--- src/rtl/purge_pkg.sv ---
package purge_pkg;
    typedef enum logic [2:0] {
        ST_IDLE,
        ST_LIFT,
        ST_PRIME,
        ST_DRAIN,
        ST_SETTLE,
        ST_FINISH
    } purge_state_t;
endpackage

--- src/rtl/purge_dwell.sv ---
module purge_dwell #(
    parameter int CNT_W = 16
) (
    input  logic             clk,
    input  logic             rst_n,
    input  logic             load,
    input  logic [CNT_W-1:0] load_val,
    output logic             expired
);
    logic [CNT_W-1:0] remain;

    always_ff @(posedge clk or negedge rst_n) begin
        if (!rst_n)
            remain <= '0;
        else if (load)
            remain <= load_val;
        else if (remain != '0)
            remain <= remain - 1'b1;
    end

    assign expired = (remain == '0);
endmodule

--- src/rtl/purge_rows.sv ---
module purge_rows #(
    parameter int ROW_W = 8
) (
    input  logic             clk,
    input  logic             rst_n,
    input  logic             load,
    input  logic [ROW_W-1:0] load_val,
    input  logic             step,
    output logic             last
);
    logic [ROW_W-1:0] left;

    always_ff @(posedge clk or negedge rst_n) begin
        if (!rst_n)
            left <= '0;
        else if (load)
            left <= load_val;
        else if (step && left != '0)
            left <= left - 1'b1;
    end

    assign last = (left <= 1);
endmodule

--- src/rtl/ccd_purge_seq.sv ---
module ccd_purge_seq #(
    parameter int CNT_W = 16,
    parameter int ROW_W = 8
) (
    input  logic             clk,
    input  logic             rst_n,
    input  logic             start,
    input  logic             mode_dump,
    input  logic [CNT_W-1:0] phase_cyc,
    input  logic [CNT_W-1:0] drain_cyc,
    input  logic [CNT_W-1:0] hold_full_cyc,
    input  logic [CNT_W-1:0] hold_row_cyc,
    input  logic [ROW_W-1:0] row_count,
    output logic             v1,
    output logic             v2,
    output logic             pfg,
    output logic             fdg,
    output logic             busy,
    output logic             done
);
    import purge_pkg::*;

    localparam logic [CNT_W-1:0] UNIT = CNT_W'(1);

    purge_state_t     state, nxt;
    logic             dump_q;
    logic [CNT_W-1:0] phase_q, drain_q, hold_q;
    logic [CNT_W-1:0] eff_phase, eff_drain, eff_hold, dwell_val;
    logic             accept, dwell_load, dwell_done, row_step, row_last;

    function automatic logic [CNT_W-1:0] span(input logic [CNT_W-1:0] d);
        return (d == '0) ? '0 : d - UNIT;
    endfunction

    assign accept    = start && (!mode_dump || row_count != '0);
    assign eff_phase = (state == ST_IDLE) ? phase_cyc : phase_q;
    assign eff_drain = (state == ST_IDLE) ? drain_cyc : drain_q;
    assign eff_hold  = (state == ST_IDLE) ? (mode_dump ? hold_row_cyc : hold_full_cyc) : hold_q;

    // next-state selection
    always_comb begin
        nxt = state;
        unique case (state)
            ST_IDLE:   if (accept) nxt = mode_dump ? ST_LIFT : ST_PRIME;
            ST_LIFT:   if (dwell_done) nxt = ST_PRIME;
            ST_PRIME:  if (dwell_done) nxt = ST_DRAIN;
            ST_DRAIN:  if (dwell_done) nxt = (dump_q && !row_last) ? ST_LIFT : ST_SETTLE;
            ST_SETTLE: if (dwell_done) nxt = ST_FINISH;
            ST_FINISH: nxt = ST_IDLE;
            default:   nxt = ST_IDLE;
        endcase
    end

    always_comb begin
        unique case (nxt)
            ST_LIFT, ST_PRIME: dwell_val = span(eff_phase);
            ST_DRAIN:          dwell_val = span(eff_drain);
            ST_SETTLE:         dwell_val = span(eff_hold);
            default:           dwell_val = '0;
        endcase
    end

    assign dwell_load = (nxt != state);
    assign row_step   = (state == ST_DRAIN) && dwell_done;

    // state register and settings captured at start
    always_ff @(posedge clk or negedge rst_n) begin
        if (!rst_n) begin
            state   <= ST_IDLE;
            dump_q  <= 1'b0;
            phase_q <= '0;
            drain_q <= '0;
            hold_q  <= '0;
        end else begin
            state <= nxt;
            if (state == ST_IDLE && accept) begin
                dump_q  <= mode_dump;
                phase_q <= phase_cyc;
                drain_q <= drain_cyc;
                hold_q  <= eff_hold;
            end
        end
    end

    // outputs decoded from the state
    always_comb begin
        v1   = 1'b0;
        v2   = 1'b0;
        pfg  = 1'b0;
        fdg  = 1'b0;
        busy = 1'b1;
        done = 1'b0;
        unique case (state)
            ST_IDLE:   busy = 1'b0;
            ST_LIFT:   v1 = 1'b1;
            ST_PRIME:  v2 = 1'b1;
            ST_DRAIN: begin
                v2  = 1'b1;
                pfg = !dump_q;
                fdg = dump_q;
            end
            ST_SETTLE: ;
            ST_FINISH: done = 1'b1;
            default:   busy = 1'b0;
        endcase
    end

    purge_dwell #(.CNT_W(CNT_W)) u_dwell (
        .clk      (clk),
        .rst_n    (rst_n),
        .load     (dwell_load),
        .load_val (dwell_val),
        .expired  (dwell_done)
    );

    purge_rows #(.ROW_W(ROW_W)) u_rows (
        .clk      (clk),
        .rst_n    (rst_n),
        .load     (state == ST_IDLE && accept),
        .load_val (row_count),
        .step     (row_step),
        .last     (row_last)
    );
endmodule

--- config.mk ---
export PLATFORM = sky130hd
export DESIGN_NAME = ccd_purge_seq
export DESIGN_NICKNAME = d
export VERILOG_FILES = /design/src/rtl/purge_pkg.sv /design/src/rtl/purge_dwell.sv /design/src/rtl/purge_rows.sv /design/src/rtl/ccd_purge_seq.sv
export SDC_FILE = /design/constraint.sdc
export NUM_CORES = 1
export LEC_CHECK = 0
export ABC_AREA = 1
export BUFFER_PORTS_ARGS = -buffer_cell sky130_fd_sc_hd__buf_2
export CORE_MARGIN = 5
export CORE_UTILIZATION = 60
export CTS_BUF_LIST = sky130_fd_sc_hd__clkbuf_4 sky130_fd_sc_hd__clkbuf_8
export DETAILED_ROUTE_END_ITERATION = 10
export GPL_TIMING_DRIVEN = 0
export PLACE_DENSITY = 0.84
export SLEW_MARGIN = 10
export SYNTH_ARGS = -nofsm -noshare
export SYNTH_HDL_FRONTEND = slang
export SYNTH_SLANG_ARGS = --single-unit
--- constraint.sdc ---
create_clock -name clk -period 5.94 [get_ports clk]
set_input_delay 0.594 -clock clk [delete_from_list [all_inputs] [get_ports clk]]
set_output_delay 0.594 -clock clk [all_outputs]
set_load 0.02 [all_outputs]
* Yosys cells after proc, flatten, opt, wreduce, memory -nomap -nowiden
Cells that the tools add are included.
** Operators by class
- $add $sub $neg :: 5
- Magnitude comparators :: 1
- Equality and inequality tests :: 10
- Multiplexer cells :: 26
- Reductions and logical operators :: 22
** Operators by type and width (number)
- 16-bit 2-to-1 mux :: 9
- 16-bit zero test :: 4
- 16-bit by 1-bit subtractor with 16-bit output, second input constant :: 4
- 16-bit case mux with 3 select lines :: 1
- 3-bit 2-to-1 mux :: 6
- 8-bit 2-to-1 mux :: 2
- 16-bit nonzero test :: 1
- 8-bit nonzero test :: 2
- 3-bit case mux with 5 select lines :: 1
- 3-bit by 2-bit == test with 1-bit output, second input constant :: 4
- 3-bit == test, second input constant :: 3
- 8-bit by 1-bit <= comparator with 1-bit output, second input constant :: 1
- 8-bit by 1-bit subtractor with 8-bit output, second input constant :: 1
- 3-bit by 1-bit == test with 1-bit output, second input constant :: 2
- 1-bit 2-to-1 mux :: 6
- 1-bit logical AND :: 5
- 5-bit OR reduction :: 1
- 2-bit nonzero test :: 2
- 2-bit OR reduction :: 2
- 1-bit zero test :: 3
- 3-bit zero test :: 1
- 3-bit != test :: 1
- 2-bit 2-to-1 mux :: 1
- 1-bit logical OR :: 1
** Word-level totals
- Register bits after elaboration :: 76
- Input port bits :: 76

* Depth between registers and ports, before layout
Gate-level depths: netlist (run 1).
- Depth after elaboration :: 10
- Mapped depth :: 19

* By module
A second synthesis (run 1) with hierarchy kept.
** Second synthesis, totals
- Cells, all modules :: 1108
- Area, all modules :: 6686.4 um^2
** Modules (own cells, without submodules)
- ccd_purge_seq :: times used 1, cells each 844, area each 4870.9 um^2, seq. area each 1301.2 um^2
- purge_dwell :: times used 1, cells each 168, area each 1118.6 um^2, seq. area each 400.4 um^2
- purge_rows :: times used 1, cells each 96, area each 696.9 um^2, seq. area each 200.2 um^2

* Worst setup path after synthesis (run 1)
OpenSTA, ideal clock, no wires.
- Kind :: input -> register
- From :: input mode_dump
- To :: register u_dwell.remain[6]
- Library setup time :: 77 ps
- Arrival :: 2303 ps
- Data required time :: 5863 ps
- Path slack :: 3559 ps
- Stages on the path :: 16
- Buffers on the path :: 2
- Cell sequence :: buf_4 inv_4 buf_4 nand2_1 nand2_1 o21ai_2 ha_1 nand2_1 nor2_2 nand2_1 xor2_1 nor2_1 nand2_1 nand3_1 nand2_1 a21oi_1
** On the way
- Cells in the longest elaborated chain, start to end :: 9
- Elaborated cells on any way between the ends :: 20
** RTL lines
- from (decl) :: line ccd_purge_seq.sv:8 : input logic mode_dump,
- branches (longest 9 deep; another with 16-bit by 1-bit subtractor with 16-bit output)
- to (signal assigned) :: line purge_dwell.sv:16 : remain <= load_val;
- to (signal assigned) :: line purge_dwell.sv:18 : remain <= remain - 1'b1;
- to (decl) :: line purge_dwell.sv:10 : logic [CNT_W-1:0] remain;
Parallel ways; which one is timed is not known.
A chain may end at the register's enable or synchronous reset.

* Worst setup path in the final report (run 1)
- From :: register state[0]
- To :: register phase_q[11]
** On the way
- Cells in the longest elaborated chain, start to end :: 2
** RTL lines
- from (decl) :: line ccd_purge_seq.sv:25 : purge_state_t state, nxt;
- from (signal assigned) :: line ccd_purge_seq.sv:75 : state <= nxt;
- 3-bit zero test :: line ccd_purge_seq.sv:76 : if (state == ST_IDLE && accept) begin
- 1-bit logical AND :: line ccd_purge_seq.sv:76
- to (signal assigned) :: line ccd_purge_seq.sv:78 : phase_q <= phase_cyc;
- to (decl) :: line ccd_purge_seq.sv:27 : logic [CNT_W-1:0] phase_q, drain_q, hold_q;
No other way between the ends.

==> reports/results.txt, run 1 <==
setup repair bufs after CTS: 0
cell with the most instances after synthesis: sky130_fd_sc_hd__nand2_1
Placement Setup Slack: 3.139 ns
critical path required time: 6.25 ns
effective utilization at floorplan: 61.96%
worst-case vdd ir drop: 124.8 µV
global-route wire length before repair: 32.29 mm
Cell Area, Synth: 0.006805 mm²
Final Setup Violations: 0
count of inserted antenna diode cells: 0
Worst-Margin Slew: 0.8355 ns
number of cells produced by synthesis: 1104
smallest setup slack after layout: 3.033 ns
detailed-route wire length per cell: 14.82 µm
number of search-and-repair iterations in the first detailed-routing pass: 5
remaining global-route overflow: 0
setup repair after global routing missed its margin: false
worst-skew pair later-pin latency: 0.37 ns
layout overhead on the synthesized area: 12.12%
result of the run: completed
crit path launch type: register
Synth Area per Inst: 6.164 µm²
Gates resized, CTS repair: 0
buffer levels on the longest clock path: 2
number of enable-type register cells in the synthesized netlist: 0
Die Wd: 116.5 µm
share of synthesized flip-flops with an asynchronous set or reset: 100.0%
final total negative setup slack: 0 ns
kind of path behind the tightest hold check: in -> async
vias after detailed routing: 7316
maximum number of pins on one net before global-route repair: 46
detailed placer's ending HPWL: 15.35 mm
largest area contributor in the netlist: sky130_fd_sc_hd__dfrtp_1
Clock Skews: 0.01029 ns
final number of max-transition violations: 0
core area: 0.01098 mm²
power per unit of standard cell area: 135.7 mW/mm²
CTS HTree Levels: 3
proportion of layout cells with a drive suffix above 1: 16.25%
most used flip-flop cell after synthesis: sky130_fd_sc_hd__dfrtp_1
drt total wl: 19.86 mm
crit share post-route: 48.93%
die outline area: 0.01357 mm²
Clock Tree Root: sky130_fd_sc_hd__clkbuf_8
worst hold slack: 0.1654 ns
hold buffer count at CTS: 0
crit path capture type: register
maximum operating frequency: 344.0 MHz
register area share after synthesis: 27.95%
port buffer count: 80
number of DRC markers after the initial detailed-route iteration: 801
via count of the first global-routing pass: 6668
sinks on the clock net: 76
height of the chip: 116.5 µm
I/O pin count: 82
final critical delay including setup and external delays: 2.907 ns
Distinct cells, synth: 47
number of rows in the core area: 38
global router's overall resource usage: 30.52%
WP data arrival: 3.22 ns
initial antenna violation count: 0
last weighted congestion value of the routability-driven placer: 0.9603
total nets after synthesis: 1189
CTS Buf Count: 9
number of nets in the layout: 1281
Slew Limit Headroom: 44.30%
leakage power: 4.506 nW
Hold Violations, Final: 0
placed standard-cell area: 0.007411 mm²
number of nets still failing antenna checks after routing: 0
detailed-route vias per instance: 5.460
maximum net fanout on the critical path: 10
cell types with the highest counts after synthesis: sky130_fd_sc_hd__nand2_1 (430), sky130_fd_sc_hd__inv_1 (124), sky130_fd_sc_hd__nor2_1 (108)
CTS tree: built
cell area after layout: 0.007630 mm²
# Max-Cap Violations: 0
clock transition at the register clock pins on the worst setup and hold paths after CTS: 0.08 ns
DR DRC count: 0
#FFs+latches synth: 76
Warnings, synthesis: 0
critical path class: reg -> reg
top cells by area, synth: sky130_fd_sc_hd__dfrtp_1 (28%), sky130_fd_sc_hd__nand2_1 (24%), sky130_fd_sc_hd__nand3_1 (7.3%), sky130_fd_sc_hd__inv_1 (6.8%), sky130_fd_sc_hd__nor2_1 (6.0%)
area fraction of the dominant cell type after synthesis: 27.95%
[worst max-delay path, cell delays in order (launching register included)]
cell and delay [ns]:
sky130_fd_sc_hd__dfrtp_1 0.48, sky130_fd_sc_hd__inv_2 0.15, sky130_fd_sc_hd__nand2_1 0.10, sky130_fd_sc_hd__nor2_4 0.22
sky130_fd_sc_hd__buf_2 0.27, sky130_fd_sc_hd__nand3_1 0.41, sky130_fd_sc_hd__inv_2 0.33, sky130_fd_sc_hd__clkbuf_1 0.66
sky130_fd_sc_hd__nand2_1 0.12, sky130_fd_sc_hd__nand2_1 0.09
[layout make-up]
cell class / instances / area [µm²]
Inverter: 132 / 498.0
Clock buffer: 11 / 145.1
Buffer: 35 / 274.0
Fill cell: 1050 / 3353
Tap cell: 140 / 175.2
Multi-Input combinational cell: 861 / 4131
Sequential cell: 76 / 1902
Timing Repair Buffer: 81 / 430.4
Clock inverter: 4 / 73.82
[per-stage QoR]
step	power [mW]	util, %	instances
after global placement	0.5875	67.20	1324
final	1.035	69.47	1340
after detailed placement	0.5908	67.48	1325
after CTS	1.039	69.47	1340
after global routing	1.070	69.47	1340
after floorplan	0.5447	-	1104
[placed cells by master (no fill, tap or decap), types with 10 or more instances in the layout]
cell type,synthesis,layout
sky130_fd_sc_hd__a21oi_1,18,18
sky130_fd_sc_hd__buf_2,5,84
sky130_fd_sc_hd__buf_6,11,11
sky130_fd_sc_hd__clkbuf_1,10,10
sky130_fd_sc_hd__clkbuf_8,0,10
sky130_fd_sc_hd__dfrtp_1,76,76
sky130_fd_sc_hd__inv_1,124,124
sky130_fd_sc_hd__nand2_1,430,430
sky130_fd_sc_hd__nand2_2,11,11
sky130_fd_sc_hd__nand3_1,99,99
sky130_fd_sc_hd__nand4_1,15,15
sky130_fd_sc_hd__nor2_1,108,108
sky130_fd_sc_hd__nor2_2,14,14
sky130_fd_sc_hd__nor2_4,13,13
sky130_fd_sc_hd__o21ai_0,56,56
sky130_fd_sc_hd__o21ai_1,11,11
sky130_fd_sc_hd__xor2_1,24,24
[cell families after synthesis]
kind of cell	after synthesis	share of synthesized area [%]
compound gates	107	9.028
xor+xnor	27	3.585
fa+ha+maj	9	1.655
flops	76	27.95
simple gates	718	46.44
buf+inv	167	11.34
[state kept, by name (all words and copies together) (netlist names)]
signal	cells
drain_q	16
state	3
phase_q	16
u_dwell.remain	16
u_rows.left	8
dump_q	1
hold_q	16
[layer usage]
metal	track usage [%]	part of all wire [%]	vias up
met5	0	0	-
met4	9.049	2.4	0
met3	4.870	7.7	43
met2	48.63	45	300
met1	42.92	45	3334
li1	-	-	3639
[final timing paths]
| path | depth (start not counted) | to | slack (ns) | start |
|---|---|---|---|---|
| setup reg to reg | 9 | phase_q[11] | 3.03 | state[0] |
| min in group clk | 3 | phase_q[3] | 0.44 | phase_cyc[3] |
| max in group asynchronous | 2 | u_dwell.remain[14] | 5.20 | rst_n |
| setup / recovery | 9 | phase_q[11] | 3.03 | state[0] |
| hold / removal | 1 | hold_q[11] | 0.17 | rst_n |
| hold reg to reg | 2 | phase_q[3] | 0.48 | phase_q[3] |
[where the power goes]
part	internal, mW	switching, mW
combinational	0.0259	0.0376
sequential	0.517	0
clock	0.251	0.204
Note: power is estimated with default switching activity, not from simulation.
==> run 2: changes to the inputs <==
- CORE_UTILIZATION: 60 -> 55
- PLACE_DENSITY: 0.84 -> 0.81
- clock period: 5.94 -> 2.45 ns (I/O delays scaled with it)
==> run 2 against run 1 <==
The run now ends with negative setup slack left. Final cell count up 5.1%. Design area is 11% higher. Largest power group unchanged. Global-route usage fell by 2.0 points. Worst hold slack got worse by 0.12 ns. Critical path type unchanged. Sequential share of layout area down 2.4 points.
==> reports/results.txt, run 2 (synthesis gave the netlist of run 1 again) <==
result of the run: complete, but fails checks
failing checks: negative setup slack
leakage power: 4.870 nW
most common cell after layout, fill and taps aside: sky130_fd_sc_hd__nand2_1
total placed cells including tap cells: 1353
worst hold slack: 0.04991 ns
CTS tree: built
buffer levels on the longest clock path: 2
commonest cells after routing, fill and taps aside: sky130_fd_sc_hd__nand2_1 (410), sky130_fd_sc_hd__inv_1 (120), sky130_fd_sc_hd__nor2_1 (94)
core area: 0.01206 mm²
Placement Setup Slack: -0.3308 ns
critical path class: reg -> reg
sum of internal, switching and leakage power: 2.494 mW
setup repair after global routing missed its margin: true
crit path launch type: register
Final Setup Violations: 12
Crit path depth: 17
detailed-route wire length per cell: 15.46 µm
placed standard-cell area: 0.007446 mm²
# Max-Cap Violations: 0
CTS Buf Count: 9
number of nets still failing antenna checks after routing: 0
Clock Skews: 0.02095 ns
smallest setup slack after layout: -0.08638 ns
count of inserted antenna diode cells: 0
clock transition at the register clock pins on the worst setup and hold paths after CTS: 0.09 ns
Slew Limit Headroom: 50.76%
maximum operating frequency: 394.3 MHz
global router's overall resource usage: 28.51%
via count of the first global-routing pass: 6680
CP most frequent cell: sky130_fd_sc_hd__nand3_1
final total negative setup slack: -0.6647 ns
port buffer count: 80
last weighted congestion value of the routability-driven placer: 0.9648
kind of path behind the tightest hold check: in -> reg
remaining global-route overflow: 0
worst-case vdd ir drop: 370.0 µV
maximum number of pins on one net before global-route repair: 46
maximum net fanout on the critical path: 10
initial antenna violation count: 0
filler cell count: 1052
worst path cell trace: nor2_4 -> buf_12 -> nand2_8 -> buf_12 -> nand2_1 -> o21ai_4 -> ha_1 -> nand3_1 -> nor2_2 -> inv_1 -> nor2_2 -> nor2_4 -> buf_4 -> nand3_1 -> nand3_1 -> nand2_1 -> a21oi_1
Clock Tree Root: sky130_fd_sc_hd__clkbuf_8
drt total wl: 21.76 mm
number of DRC markers after the initial detailed-route iteration: 827
sum of buffers and inverters on the critical path: 4
number of rows in the core area: 40
effective utilization at floorplan: 56.42%
vias after detailed routing: 7693
number of nets in the layout: 1320
proportion of layout cells with a drive suffix above 1: 24.52%
height of the chip: 121.2 µm
critical path required time: 2.78 ns
hold depth: 3
crit share post-route: 103.5%
global-route wire length before repair: 33.20 mm
Hold Violations, Final: 0
Die Wd: 121.2 µm
layout overhead on the synthesized area: 24.03%
CTS HTree Levels: 3
sinks on the clock net: 76
detailed-route vias per instance: 5.464
worst reg2reg path depth: 17
slowest cell on the critical path: sky130_fd_sc_hd__dfrtp_2
final number of max-transition violations: 0
die outline area: 0.01470 mm²
crit path capture type: register
detailed placer's ending HPWL: 15.34 mm
cell area after layout: 0.008441 mm²
largest delay contributor family on the critical path: simple AND/OR/NAND/NOR gates
worst-skew pair later-pin latency: 0.40 ns
Final Non-Filler Cells: 1408
Worst-Margin Slew: 0.7386 ns
I/O pin count: 82
WP data arrival: 2.86 ns
number of search-and-repair iterations in the first detailed-routing pass: 6
stage delay of the slowest cell on the critical path: 0.45 ns
utilization after layout: 69.98%
DR DRC count: 0
final critical delay including setup and external delays: 2.536 ns
power per unit of standard cell area: 295.5 mW/mm²
-- run 2: cell count changes in the layout (fill, tap and decap cells not counted), moves of 4 or more --
cell	delta
sky130_fd_sc_hd__nand2_1	-20
sky130_fd_sc_hd__nor2_2	+7
sky130_fd_sc_hd__inv_1	-4
sky130_fd_sc_hd__o21ai_0	-5
sky130_fd_sc_hd__buf_4	+31
sky130_fd_sc_hd__buf_12	+5
sky130_fd_sc_hd__nor2_1	-14
sky130_fd_sc_hd__nand3_2	+13
sky130_fd_sc_hd__o21ai_4	+6
sky130_fd_sc_hd__ha_1	-4
sky130_fd_sc_hd__nand3_1	-15
sky130_fd_sc_hd__nand2_2	+18
sky130_fd_sc_hd__nor2_4	+8
-- run 2: cell type report --
type	count	area, µm²	share of cell area [%]
Clock buffer	13	172.7	2.046
Clock inverter	3	43.79	0.5188
Buffer	35	319.1	3.780
Timing Repair Buffer	118	782.0	9.265
Tap cell	168	210.2	2.490
Multi-Input combinational cell	863	4501	53.32
Sequential cell	76	1904	22.56
Inverter	132	508.0	6.018
-- run 2: what timing repair did --
action,CTS,global route
pin swaps,13,27
endpoints found under the setup margin,34,42
buffers inserted,16,17
gates resized for setup,27,92
hold buffers,1,0
endpoints found under the hold margin,31,0
cloned,1,4
-- run 2: path summary, 6_finish.rpt --
check                                   start                 to  slack (ns)
worst min-delay path            phase_cyc[10]        phase_q[10]        0.05
worst max-delay path                 state[0]  u_dwell.remain[7]       -0.09
min in group asynchronous               rst_n     u_rows.left[2]        0.32
worst min register to register     phase_q[3]         phase_q[3]        0.48
worst max register to register       state[0]  u_dwell.remain[7]       -0.09
max in group asynchronous               rst_n        drain_q[14]        1.52
-- run 2: report_power, final --
part	internal [mW]	switching [mW]
combinational	0.0638	0.0962
clock	0.566	0.515
sequential	1.25	0
total	1.88	0.611
-- run 2: routing by layer --
layer / GRT usage, % / part of all wire, % / up-vias
met5: 0 / 0 / -
met4: 10.92 / 3.4 / 0
met3: 5.828 / 8.3 / 75
met2: 44.11 / 46 / 378
met1: 39.25 / 43 / 3519
li1: - / - / 3721
-- run 2: worst register-to-register path, delay by kind of cell, from the launching register on --
family / cells / cell delay, ns
compound gates: 2 / 0.21
flops: 1 / 0.45
fa+ha+maj: 1 / 0.19
simple gates: 10 / 1.08
buf+inv: 4 / 0.54
